### config.mk
export PLATFORM = sky130hd
export DESIGN_NAME = parity_xcvr
export DESIGN_NICKNAME = d
export VERILOG_FILES = /design/src/rtl/ptx_pkg.sv /design/src/rtl/ptx_latch.sv /design/src/rtl/ptx_dir_decode.sv /design/src/rtl/ptx_lane.sv /design/src/rtl/parity_xcvr.sv
export SDC_FILE = /design/constraint.sdc
export NUM_CORES = 1
export LEC_CHECK = 0
export ABC_CLOCK_PERIOD_IN_PS = 2700
export BUFFER_PORTS_ARGS = -buffer_cell sky130_fd_sc_hd__buf_2
export CORE_MARGIN = 5
export CORE_UTILIZATION = 48
export DETAILED_ROUTE_END_ITERATION = 6
export GPL_TIMING_DRIVEN = 0
export PLACE_DENSITY = 0.79
export SLEW_MARGIN = 20
export SYNTH_ARGS = -nofsm -noshare
export SYNTH_HDL_FRONTEND = slang
export SYNTH_SLANG_ARGS = --single-unit
export TNS_END_PERCENT = 20
### constraint.sdc
create_clock -name clk -period 2.7 [get_ports clk]
set_input_delay 0.54 -clock clk [delete_from_list [all_inputs] [get_ports clk]]
set_output_delay 0.54 -clock clk [all_outputs]
set_load 0.1 [all_outputs]
### src/rtl/ptx_pkg.sv
package ptx_pkg;

    parameter int unsigned PTX_DW = 8;
    localparam int unsigned PTX_SIDES = 2;

    typedef struct packed {
        logic [PTX_DW-1:0] data;
        logic              par;
    } word_t;

    typedef enum logic [1:0] {
        DIR_OFF  = 2'd0,
        DIR_AB   = 2'd1,
        DIR_BA   = 2'd2,
        DIR_LOOP = 2'd3
    } dir_e;

    // parity bit that makes data+bit satisfy the rule (odd=1 -> odd ones)
    function automatic logic gen_parity(input logic [PTX_DW-1:0] d, input logic odd);
        return (^d) ^ odd;
    endfunction

    // 1 when the word satisfies the selected rule
    function automatic logic word_ok(input word_t w, input logic odd);
        return ((^w.data) ^ w.par) == odd;
    endfunction

endpackage

### src/rtl/ptx_latch.sv
module ptx_latch
    import ptx_pkg::*;
(
    input  logic  clk,
    input  logic  rst,
    input  logic  le,
    input  word_t d,
    output word_t q
);
    word_t held;

    always_ff @(posedge clk) begin
        if (rst)
            held <= '0;
        else if (le)
            held <= d;
    end

    // transparent while enabled, holding otherwise
    assign q = le ? d : held;
endmodule

### src/rtl/ptx_dir_decode.sv
module ptx_dir_decode
    import ptx_pkg::*;
(
    input  logic oe_ab_n,
    input  logic oe_ba_n,
    output dir_e dir
);
    always_comb begin
        unique case ({oe_ab_n, oe_ba_n})
            2'b11:   dir = DIR_OFF;
            2'b01:   dir = DIR_AB;
            2'b10:   dir = DIR_BA;
            default: dir = DIR_LOOP;
        endcase
    end
endmodule

### src/rtl/ptx_lane.sv
module ptx_lane
    import ptx_pkg::*;
(
    input  word_t src,
    input  logic  active,
    input  logic  pass_sel,
    input  logic  odd_sel,
    input  logic  fb_le,
    output word_t drv,
    output logic  near_err_n,
    output logic  far_err_n
);
    logic gen;

    always_comb begin
        gen        = gen_parity(src.data, odd_sel);
        drv.data   = src.data;
        drv.par    = pass_sel ? src.par : gen;
        near_err_n = active ? word_ok(src, odd_sel) : 1'b1;
        far_err_n  = (active && fb_le) ? word_ok(drv, odd_sel) : 1'b1;
    end
endmodule

### src/rtl/parity_xcvr.sv
module parity_xcvr
    import ptx_pkg::*;
(
    input  logic              clk,
    input  logic              rst,
    input  logic [PTX_DW-1:0] a_in,
    input  logic              a_par_in,
    input  logic [PTX_DW-1:0] b_in,
    input  logic              b_par_in,
    input  logic              oe_ab_n,
    input  logic              oe_ba_n,
    input  logic              pass_sel,
    input  logic              le_ab,
    input  logic              le_ba,
    input  logic              odd_sel,
    output logic [PTX_DW-1:0] a_out,
    output logic              a_par_out,
    output logic              a_oe,
    output logic [PTX_DW-1:0] b_out,
    output logic              b_par_out,
    output logic              b_oe,
    output logic              err_a_n,
    output logic              err_b_n
);
    // side 0 sends A->B, side 1 sends B->A
    dir_e                  dir;
    word_t [PTX_SIDES-1:0] side_in;
    word_t [PTX_SIDES-1:0] side_q;
    word_t [PTX_SIDES-1:0] side_drv;
    logic  [PTX_SIDES-1:0] le_v;
    logic  [PTX_SIDES-1:0] act_v;
    logic  [PTX_SIDES-1:0] near_n;
    logic  [PTX_SIDES-1:0] far_n;

    ptx_dir_decode u_dir (
        .oe_ab_n (oe_ab_n),
        .oe_ba_n (oe_ba_n),
        .dir     (dir)
    );

    assign side_in[0] = '{data: a_in, par: a_par_in};
    assign side_in[1] = '{data: b_in, par: b_par_in};
    assign le_v       = {le_ba, le_ab};
    assign act_v      = {dir == DIR_BA, dir == DIR_AB};

    for (genvar s = 0; s < PTX_SIDES; s++) begin : g_side
        ptx_latch u_lat (
            .clk (clk),
            .rst (rst),
            .le  (le_v[s]),
            .d   (side_in[s]),
            .q   (side_q[s])
        );
        ptx_lane u_lane (
            .src        (side_q[s]),
            .active     (act_v[s]),
            .pass_sel   (pass_sel),
            .odd_sel    (odd_sel),
            .fb_le      (le_v[PTX_SIDES-1-s]),
            .drv        (side_drv[s]),
            .near_err_n (near_n[s]),
            .far_err_n  (far_n[s])
        );
    end

    always_comb begin
        b_oe      = (dir == DIR_AB) || (dir == DIR_LOOP);
        a_oe      = (dir == DIR_BA) || (dir == DIR_LOOP);
        b_out     = side_q[0].data;
        b_par_out = (dir == DIR_AB) ? side_drv[0].par : side_q[0].par;
        a_out     = side_q[1].data;
        a_par_out = (dir == DIR_BA) ? side_drv[1].par : side_q[1].par;
        err_a_n   = near_n[0] & far_n[1];
        err_b_n   = near_n[1] & far_n[0];
    end
endmodule

==> flow_metrics.tcl, run 1 <==
set metrics [dict create \
    status "complete, but fails checks" \
    violations "negative setup slack" \
    post_cts_buffers 0 \
    reg2reg_depth 2 \
    regMostFlops "g_side.u_lat.held" \
    dpl_worst_slack_ns -0.252 \
    gp_congestion 0.731 \
    dr.first_iter.drc_count 13 \
    ys_seq_area_share_pct 29.9 \
    grt_pass1_vias 908 \
    die_y_um 60.1 \
    end_kind "output port" \
    cts_buffers 3 \
    initial_utilization_pct 49.5 \
    ys_ff_latch 18 \
    layout_common_cells "buf_2 (41), buf_4 (18), dfxtp_1 (18)" \
    top_regs "g_side.u_lat.held: 18 flops" \
    relSlewSlack_pct 69.0 \
    clock-sinks 18 \
    cts_tree "built" \
    fin_nets 197 \
    setup_violations 1 \
    firstDrtPassIters 4 \
    fin_worst_skew_ns 0 \
    grt_antenna_before_repair 0 \
    die_w_um 60.1 \
    endpoint "err_a_n" \
    r2r-start "g_side[0].u_lat.held[1]" \
    synth_area_um2 1200 \
    synth_cell_types 16 \
    vias 957 \
    place_area_um2 1520 \
    pwr_density_cell_nw_per_um2 617 \
    wl_per_cell_um 12.9 \
    avgSynthCellArea_um2 9.96 \
    drt-total-wl_um 2570 \
    coreArea_um2 2430 \
    maxCapViolations 0 \
    grtUsageTotal_pct 14.7 \
    r2r_slack_ns 1.83 \
    syn_nets 147 \
    postSynthCellCount 121 \
    stdcell_area_um2 1590 \
    crit_arrival_ns 2.17 \
    ys.warnings.count 0 \
    num_rows 18 \
    grt_pass1_wl_um 3970 \
    tns_ns -0.00518 \
    mostFrequentLayoutCell "buf_2" \
    clockBufferDepth 2 \
    cts_root_buf "clkbuf_4" \
    worstMarginPinSlew_ns 0.452 \
    io_pins 48 \
    maxSlewViolCount 0 \
    ir_worst_vdd_uv 354 \
    rsz0062_at_grt "yes" \
    place_hpwl_um 2100 \
    path_max_fanout 2 \
    r2r-end "g_side[0].u_lat.held[1]" \
    grt_overflow 0 \
    cts_max_level 1 \
    crit_path_start "a_in[2]" \
    cts_hold_buf 0 \
    fin_crit_ns 2.71 \
    setup_ws_ns -0.00518 \
    p_leak_uw 0.000808 \
    viasPerCell 4.81 \
    fmax_mhz 370 \
    cts.reportedPaths.clkPinSlew_ns 0.10 \
    port_buffers 45 \
    postRouteAntennaNets 0 \
    worst_setup_path_start_kind "input pin" \
    area_delta_synth_final_pct 31.8 \
    grt_max_degree 11 \
    worstPathRequired_ns 2.16 \
    clk_latency_ns 0.28 \
    fin_crit_sh_pct 100 \
    path_class "in2out" \
    drc_errors 0 \
    final-hold-violation-count 0 \
    largest_reg_flops 18 \
    antennaDiodeCount 0 \
    dieArea_um2 3610 \
    hold_path_class "in2reg" \
    drive_gt1_share_pct 54.4 \
]
-- worst min path at each step --
stage,end,cells after the start,startpoint,slack (ns)
finish,g_side[0].u_lat.held[7],2,rst,0.54
global route,g_side[1].u_lat.held[3],2,rst,0.54
CTS,g_side[0].u_lat.held[7],2,rst,0.53
detailed placement,g_side[1].u_lat.held[0],2,g_side[1].u_lat.held[0],0.59
global placement,g_side[1].u_lat.held[0],2,g_side[1].u_lat.held[0],0.57
floorplan,g_side[0].u_lat.held[0],2,g_side[0].u_lat.held[0],0.55
-- cell usage after synthesis --
| cell type | count | share of area (%) |
|---|---|---|
| inv_1 | 2 | 0.62 |
| nor3_1 | 2 | 0.83 |
| xnor3_1 | 2 | 3.7 |
| xnor2_1 | 6 | 4.4 |
| buf_4 | 18 | 11 |
| buf_2 | 2 | 0.83 |
| and3_1 | 2 | 1.0 |
| mux2_2 | 16 | 15 |
| mux2i_1 | 10 | 8.3 |
| xor2_1 | 16 | 12 |
| a21oi_1 | 2 | 0.83 |
| dfxtp_1 | 18 | 30 |
| nor2_1 | 6 | 1.9 |
| clkbuf_1 | 1 | 0.31 |
| nor2b_1 | 16 | 8.3 |
| a22oi_1 | 2 | 1.2 |
-- through the flow --
step | instances | total power [uW] | utilization (%) | hold slack (ns)
2_1_floorplan | 121 | 746 | - | 0.547
3_3_place_gp | 196 | 815 | 62.3 | 0.569
3_5_place_dp | 196 | 824 | 62.3 | 0.593
4_1_cts | 199 | 986 | 65.2 | 0.526
5_1_grt | 199 | 1030 | 65.3 | 0.539
6_report | 199 | 980 | 65.3 | 0.542
-- critical path: stages --
cell and delay, ns:
buf_2 0.11, xor2_1 0.15, mux2i_1 0.19, xnor2_1 0.16, xnor3_2 0.40, xor2_2 0.18, a22oi_2 0.23, buf_12 0.21
-- per-layer routing --
layer  routed length [um]  part of all wire (%)  GRT usage (%)
met3                  116                   4.5           1.51
met2                 1390                    54           27.5
met5                    0                     0              0
met4                   31                   1.2           4.75
met1                 1030                    40           17.1
-- final cells by class --
cell class,count,area [um^2]
Tap cell,30,37.5
Clock buffer,3,22.5
Timing Repair Buffer,45,273
Buffer,21,164
Fill cell,221,845
Inverter,2,7.51
Multi-Input combinational cell,80,723
Sequential cell,18,360
-- power by group --
group / internal (uW) / leakage (uW) / switching (uW) / total [uW]
sequential: 281 / 0.000149 / 9.62 / 291
combinational: 192 / 0.000645 / 366 / 559
clock: 51.7 / 0.0000138 / 78.7 / 130
total: 526 / 0.000808 / 455 / 980
-- cell families (layout without fill, tap and decap cells) --
kind of cell	Yosys count	count (layout)	synth area share [%]
AO/OA/AOI/OAI	4	4	2.08
XOR/XNOR	24	24	19.7
buffers and inverters	23	71	13.0
flip-flops	18	18	29.9
multiplexers	26	26	23.3
AND/OR/NAND/NOR	26	26	12.0
-- repair_timing --
item,in CTS,in global routing
cloned,0,0
resized for setup,13,1
hold endpoints to repair,0,0
pin swaps,4,0
setup endpoints to repair,4,2
Note: power is estimated with default switching activity, not from simulation.
==> run 2: changes to the inputs <==
--- a/config.mk
+++ b/config.mk
@@ -11,6 +11,7 @@
 export CORE_UTILIZATION = 48
 export DETAILED_ROUTE_END_ITERATION = 6
 export GPL_TIMING_DRIVEN = 0
+export MAX_ROUTING_LAYER = met4
 export PLACE_DENSITY = 0.79
 export SLEW_MARGIN = 20
 export SYNTH_ARGS = -nofsm -noshare
==> run 2 against run 1 <==
  * The flow still finishes with violations (negative setup slack)
  * Sequential power about the same
  * Non-clock buffer count unchanged
  * Global-route usage up 0.47 points
  * Total power about the same
  * Combinational power about the same
  * Clock power about the same
  * Worst setup slack unchanged
  * Largest power group unchanged
==> flow_metrics.tcl, run 2 (synthesized netlist as in run 1, its figures left out) <==
set metrics [dict create \
    r2r-start "g_side[0].u_lat.held[1]" \
    path_max_fanout 2 \
    crit_arrival_ns 2.17 \
    dr.first_iter.drc_count 13 \
    violations "negative setup slack" \
    die_y_um 60.1 \
    min_from "rst" \
    fin_worst_skew_ns 0 \
    worstMarginPinSlew_ns 0.452 \
    reg2reg_depth 2 \
    setup_ws_ns -0.00518 \
    worstHoldEndpoint "g_side[0].u_lat.held[7]" \
    ir_worst_vdd_uv 354 \
    post_cts_buffers 0 \
    pwr_density_cell_nw_per_um2 618 \
    drc_errors 0 \
    antennaDiodeCount 0 \
    cts_hold_buf 0 \
    cts.reportedPaths.clkPinSlew_ns 0.10 \
    end_kind "output port" \
    layout_common_cells "buf_2 (41), buf_4 (18), dfxtp_1 (18)" \
    dpl_worst_slack_ns -0.252 \
    firstDrtPassIters 4 \
    place_hpwl_um 2100 \
    path_class "in2out" \
    status "complete, but fails checks" \
    clock-sinks 18 \
    final-hold-violation-count 0 \
    maxSlewViolCount 0 \
    place_area_um2 1520 \
    dp.cells 196 \
    cts_tree "built" \
    postRouteAntennaNets 0 \
    cts_max_level 1 \
    maxCapViolations 0 \
    regMostFlops "g_side.u_lat.held" \
    cts_root_buf "clkbuf_4" \
    r2r-end "g_side[0].u_lat.held[1]" \
    wl_per_cell_um 13.0 \
    finalNonFillerCells 199 \
    die_w_um 60.1 \
    initial_utilization_pct 49.5 \
    drive_gt1_share_pct 54.4 \
    whs_path_depth 2 \
    grt_pass1_wl_um 3970 \
    hold_path_class "in2reg" \
    gp_congestion 0.740 \
    fin_crit_sh_pct 100 \
    grtUsageTotal_pct 15.1 \
    fin_crit_ns 2.71 \
    clockBufferDepth 2 \
    fmax_mhz 370 \
    viasPerCell 4.80 \
    area_delta_synth_final_pct 31.8 \
    worstPathRequired_ns 2.16 \
    grt_antenna_before_repair 0 \
    rsz0062_at_grt "yes" \
    drt-total-wl_um 2580 \
    coreArea_um2 2430 \
    dieArea_um2 3610 \
    setup_violations 1 \
    port_buffers 45 \
    top_regs "g_side.u_lat.held: 18 flops" \
    grt_max_degree 11 \
    io_pins 48 \
    fin_nets 197 \
    clk_latency_ns 0.28 \
    grt_overflow 0 \
    vias 956 \
    largest_reg_flops 18 \
    worst_setup_path_start_kind "input pin" \
    p_leak_uw 0.000808 \
    r2r_slack_ns 1.83 \
    num_rows 18 \
    grt_pass1_vias 911 \
    stdcell_area_um2 1590 \
    cts_buffers 3 \
    mostFrequentLayoutCell "buf_2" \
    relSlewSlack_pct 69.0 \
]
[run 2: cell counts in the layout (fill, tap and decap cells not counted)]
No cell type changed its count.
[run 2: metal layers]
metal | wire (um) | vias to the layer above | global-route usage [%]
met5 | 0 | - | -
met4 | 31 | 0 | 4.75
met3 | 116 | 2 | 1.51
met1 | 1040 | 450 | 17.2
met2 | 1390 | 23 | 27.5
li1 | - | 481 | -
[run 2: power by group]
| group | total [uW] | internal (uW) | switching, uW |
|---|---|---|---|
| Sequential | 291 | 281 | 9.61 |
| Clock | 131 | 51.7 | 79.3 |
| Combinational | 559 | 192 | 366 |
[run 2: stage by stage]
step	total power (uW)	hold WS, ns	utilization [%]	setup TNS (ns)
after global placement	815	0.569	62.3	-0.449
after global routing	1030	0.536	65.3	-0.179
final	981	0.545	65.3	-0.00518
after detailed placement	824	0.593	62.3	-0.586
after CTS	986	0.526	65.2	-0.0388
after floorplan	746	0.547	-	-1.15
[run 2: what timing repair did]
item | in CTS | in global routing
pin swaps | 4 | 0
gates resized for setup | 13 | 1
setup endpoints to repair | 4 | 2
cloned | 0 | 0
[run 2: cell type report]
type | instances | area, um^2
flip-flops and latches | 18 | 360
fillers | 221 | 845
repair buffers | 45 | 273
well taps | 30 | 37.5
plain buffers | 21 | 164
inverters | 2 | 7.51
multi-input cells | 80 | 723
clock buffers | 3 | 22.5
[run 2: worst max-delay path, cell delays in order]
cell and delay (ns):
buf_2 0.11, xor2_1 0.15, mux2i_1 0.19, xnor2_1 0.16, xnor3_2 0.40, xor2_2 0.18, a22oi_2 0.23, buf_12 0.21
[run 2: worst max-delay path by stage]
stage / from / slack, ns / cells past startpoint / endpoint
after floorplan: a_in[0] / -0.32 / 6 / err_a_n
after global placement: a_in[2] / -0.21 / 8 / err_a_n
after detailed placement: b_in[2] / -0.25 / 8 / err_a_n
after CTS: a_in[2] / -0.03 / 8 / err_a_n
after global routing: g_side[0].u_lat.held[3] / -0.1 / 7 / err_a_n
final: a_in[2] / -0.005 / 8 / err_a_n
==> run 3: changes to the inputs <==
--- a/config.mk
+++ b/config.mk
@@ -7,12 +7,12 @@
 export LEC_CHECK = 0
 export ABC_CLOCK_PERIOD_IN_PS = 2700
 export BUFFER_PORTS_ARGS = -buffer_cell sky130_fd_sc_hd__buf_2
+export CAP_MARGIN = 25
 export CORE_MARGIN = 5
-export CORE_UTILIZATION = 48
+export CORE_UTILIZATION = 30
 export DETAILED_ROUTE_END_ITERATION = 6
 export GPL_TIMING_DRIVEN = 0
 export MAX_ROUTING_LAYER = met4
-export PLACE_DENSITY = 0.79
 export SLEW_MARGIN = 20
 export SYNTH_ARGS = -nofsm -noshare
 export SYNTH_HDL_FRONTEND = slang
==> run 3 against run 2 <==
  * The flow still finishes with violations (negative setup slack)
  * Utilization decreased by 24 points
  * Global-route usage shrank 4.2 points
  * Routed wire length is 7.4% higher
  * Cell area increased by 2.0%
  * Total power increased by 5.3%
  * Critical path type unchanged
  * First-iteration DRC count rose by 23%
  * Hold slack gained 0.052 ns
==> flow_metrics.tcl, run 3 (synthesized netlist as in run 1, its figures left out) <==
set metrics [dict create \
    fin_util_pct 41.1 \
    swShare_pct 44.7 \
    grtUsageTotal_pct 10.9 \
    firstDrtPassIters 4 \
    final-hold-violation-count 0 \
    hold_path_class "in2reg" \
    path_class "in2out" \
    rsz0062_at_grt "yes" \
    mostFrequentLayoutCell "buf_2" \
    fill_cells 396 \
    worst_setup_path_start_kind "input pin" \
    worstPathRequired_ns 2.16 \
    end_kind "output port" \
    crit_arrival_ns 2.18 \
    cts_root_buf "clkbuf_8" \
    maxCapViolations 0 \
    place_hpwl_um 2260 \
    violations "negative setup slack" \
    grt_overflow 0 \
    grt_pass1_vias 1063 \
    p_switching_uw 462 \
    cts_tree "built" \
    pwr_density_cell_nw_per_um2 638 \
    clock-sinks 18 \
    status "complete, but fails checks" \
    fmax_mhz 368 \
    ir_worst_vdd_uv 482 \
    fin_worst_skew_ns 0 \
    p_comb_share_pct 54.4 \
    layout_common_cells "buf_2 (43), dfxtp_1 (18), buf_4 (17)" \
    worstMarginPinSlew_ns 0.489 \
    finalNonFillerCells 219 \
    area_delta_synth_final_pct 34.4 \
    power_frac_seq_pct 28.2 \
    top_regs "g_side.u_lat.held: 18 flops" \
    num_rows 23 \
    dr.first_iter.drc_count 16 \
    port_buffers 45 \
    drc_errors 0 \
    cts_max_level 1 \
    maxSlewViolCount 0 \
    relSlewSlack_pct 67.4 \
    antennaDiodeCount 0 \
    grt_antenna_before_repair 0 \
    fin_crit_sh_pct 101 \
    pwr-share-clk_pct 17.4 \
    gp_congestion 0.725 \
    fin_nets 197 \
    cts_buffers 3 \
    dp.cells 216 \
    initial_utilization_pct 30.6 \
    viasPerCell 4.31 \
    setup_violations 1 \
    grt_pass1_wl_um 4530 \
    vias 943 \
    grt_max_degree 11 \
    setup_ws_ns -0.0187 \
    largest_reg_flops 18 \
    cts.reportedPaths.clkPinSlew_ns 0.06 \
    drt-total-wl_um 2770 \
    coreArea_um2 3940 \
    p_leak_uw 0.000811 \
    intPower_uw 571 \
    postRouteAntennaNets 0 \
    clockBufferDepth 2 \
    regMostFlops "g_side.u_lat.held" \
    clk_latency_ns 0.24 \
    io_pins 48 \
    fin_crit_ns 2.72 \
    die_w_um 73.4 \
    wl_per_cell_um 12.6 \
    dieArea_um2 5380 \
    path_max_fanout 2 \
    die_y_um 73.4 \
    drive_gt1_share_pct 54.4 \
]
[run 3: cell types whose count changed in the layout (fill, tap and decap cells not counted), sizes merged]
cell	before	now
buf	65	64
clkbuf	4	5
[run 3: critical path, stage by stage]
cell	delay, ns
buf_2	0.11
xor2_1	0.15
mux2i_1	0.18
xnor2_1	0.16
xnor3_2	0.40
xor2_2	0.18
a22oi_2	0.25
buf_12	0.21
[run 3: what timing repair did]
item                       in CTS  in global routing
gates resized for setup        11                  1
cloned                          0                  0
setup endpoints to repair       3                  3
setup buffers                   0                  0
pin swaps                       2                  1
hold buffers                    0                  0
[run 3: power by group through the flow]
stage               combinational [uW]  sequential, uW  clock [uW]
floorplan                          451             295           0
global placement                   524             296           0
detailed placement                 530             297           0
CTS                                562             291         191
global route                       590             293         200
finish                             562             291         180
[run 3: worst paths after layout]
check | startpoint | end | slack, ns | cells past startpoint
worst max-delay path | a_in[0] | err_a_n | -0.02 | 8
worst max register to register | g_side[0].u_lat.held[2] | g_side[0].u_lat.held[2] | 1.84 | 2
worst min-delay path | rst | g_side[1].u_lat.held[3] | 0.60 | 2
worst min register to register | g_side[0].u_lat.held[0] | g_side[0].u_lat.held[0] | 0.60 | 2
[run 3: metrics by stage]
step	hold slack (ns)	total power, uW	setup TNS [ns]	setup WS, ns	area, um^2
after detailed placement	0.590	828	-0.566	-0.250	1540
after CTS	0.601	1040	-0.0154	-0.0154	1620
final	0.597	1030	-0.0187	-0.0187	1620
after global placement	0.564	820	-0.411	-0.200	1540
after floorplan	0.547	746	-1.15	-0.317	1250
after global routing	0.599	1080	-0.191	-0.106	1620
[run 3: layer usage]
metal | up-vias | global-route usage (%) | part of all wire (%)
li1 | 480 | - | -
met1 | 434 | 11.8 | 40
met2 | 27 | 20.4 | 54
met3 | 2 | 1.09 | 4.8
met4 | 0 | 4.02 | 1.2
met5 | - | - | 0
[run 3: area by class of cell]
cell class | count | area (um^2) | share of cell area [%]
Multi-Input combinational cell | 80 | 723 | 44.7
Inverter | 2 | 7.51 | 0.464
Sequential cell | 18 | 360 | 22.3
Buffer | 21 | 164 | 10.1
Tap cell | 50 | 62.6 | 3.86
Timing Repair Buffer | 45 | 260 | 16.1
Clock buffer | 3 | 41.3 | 2.55
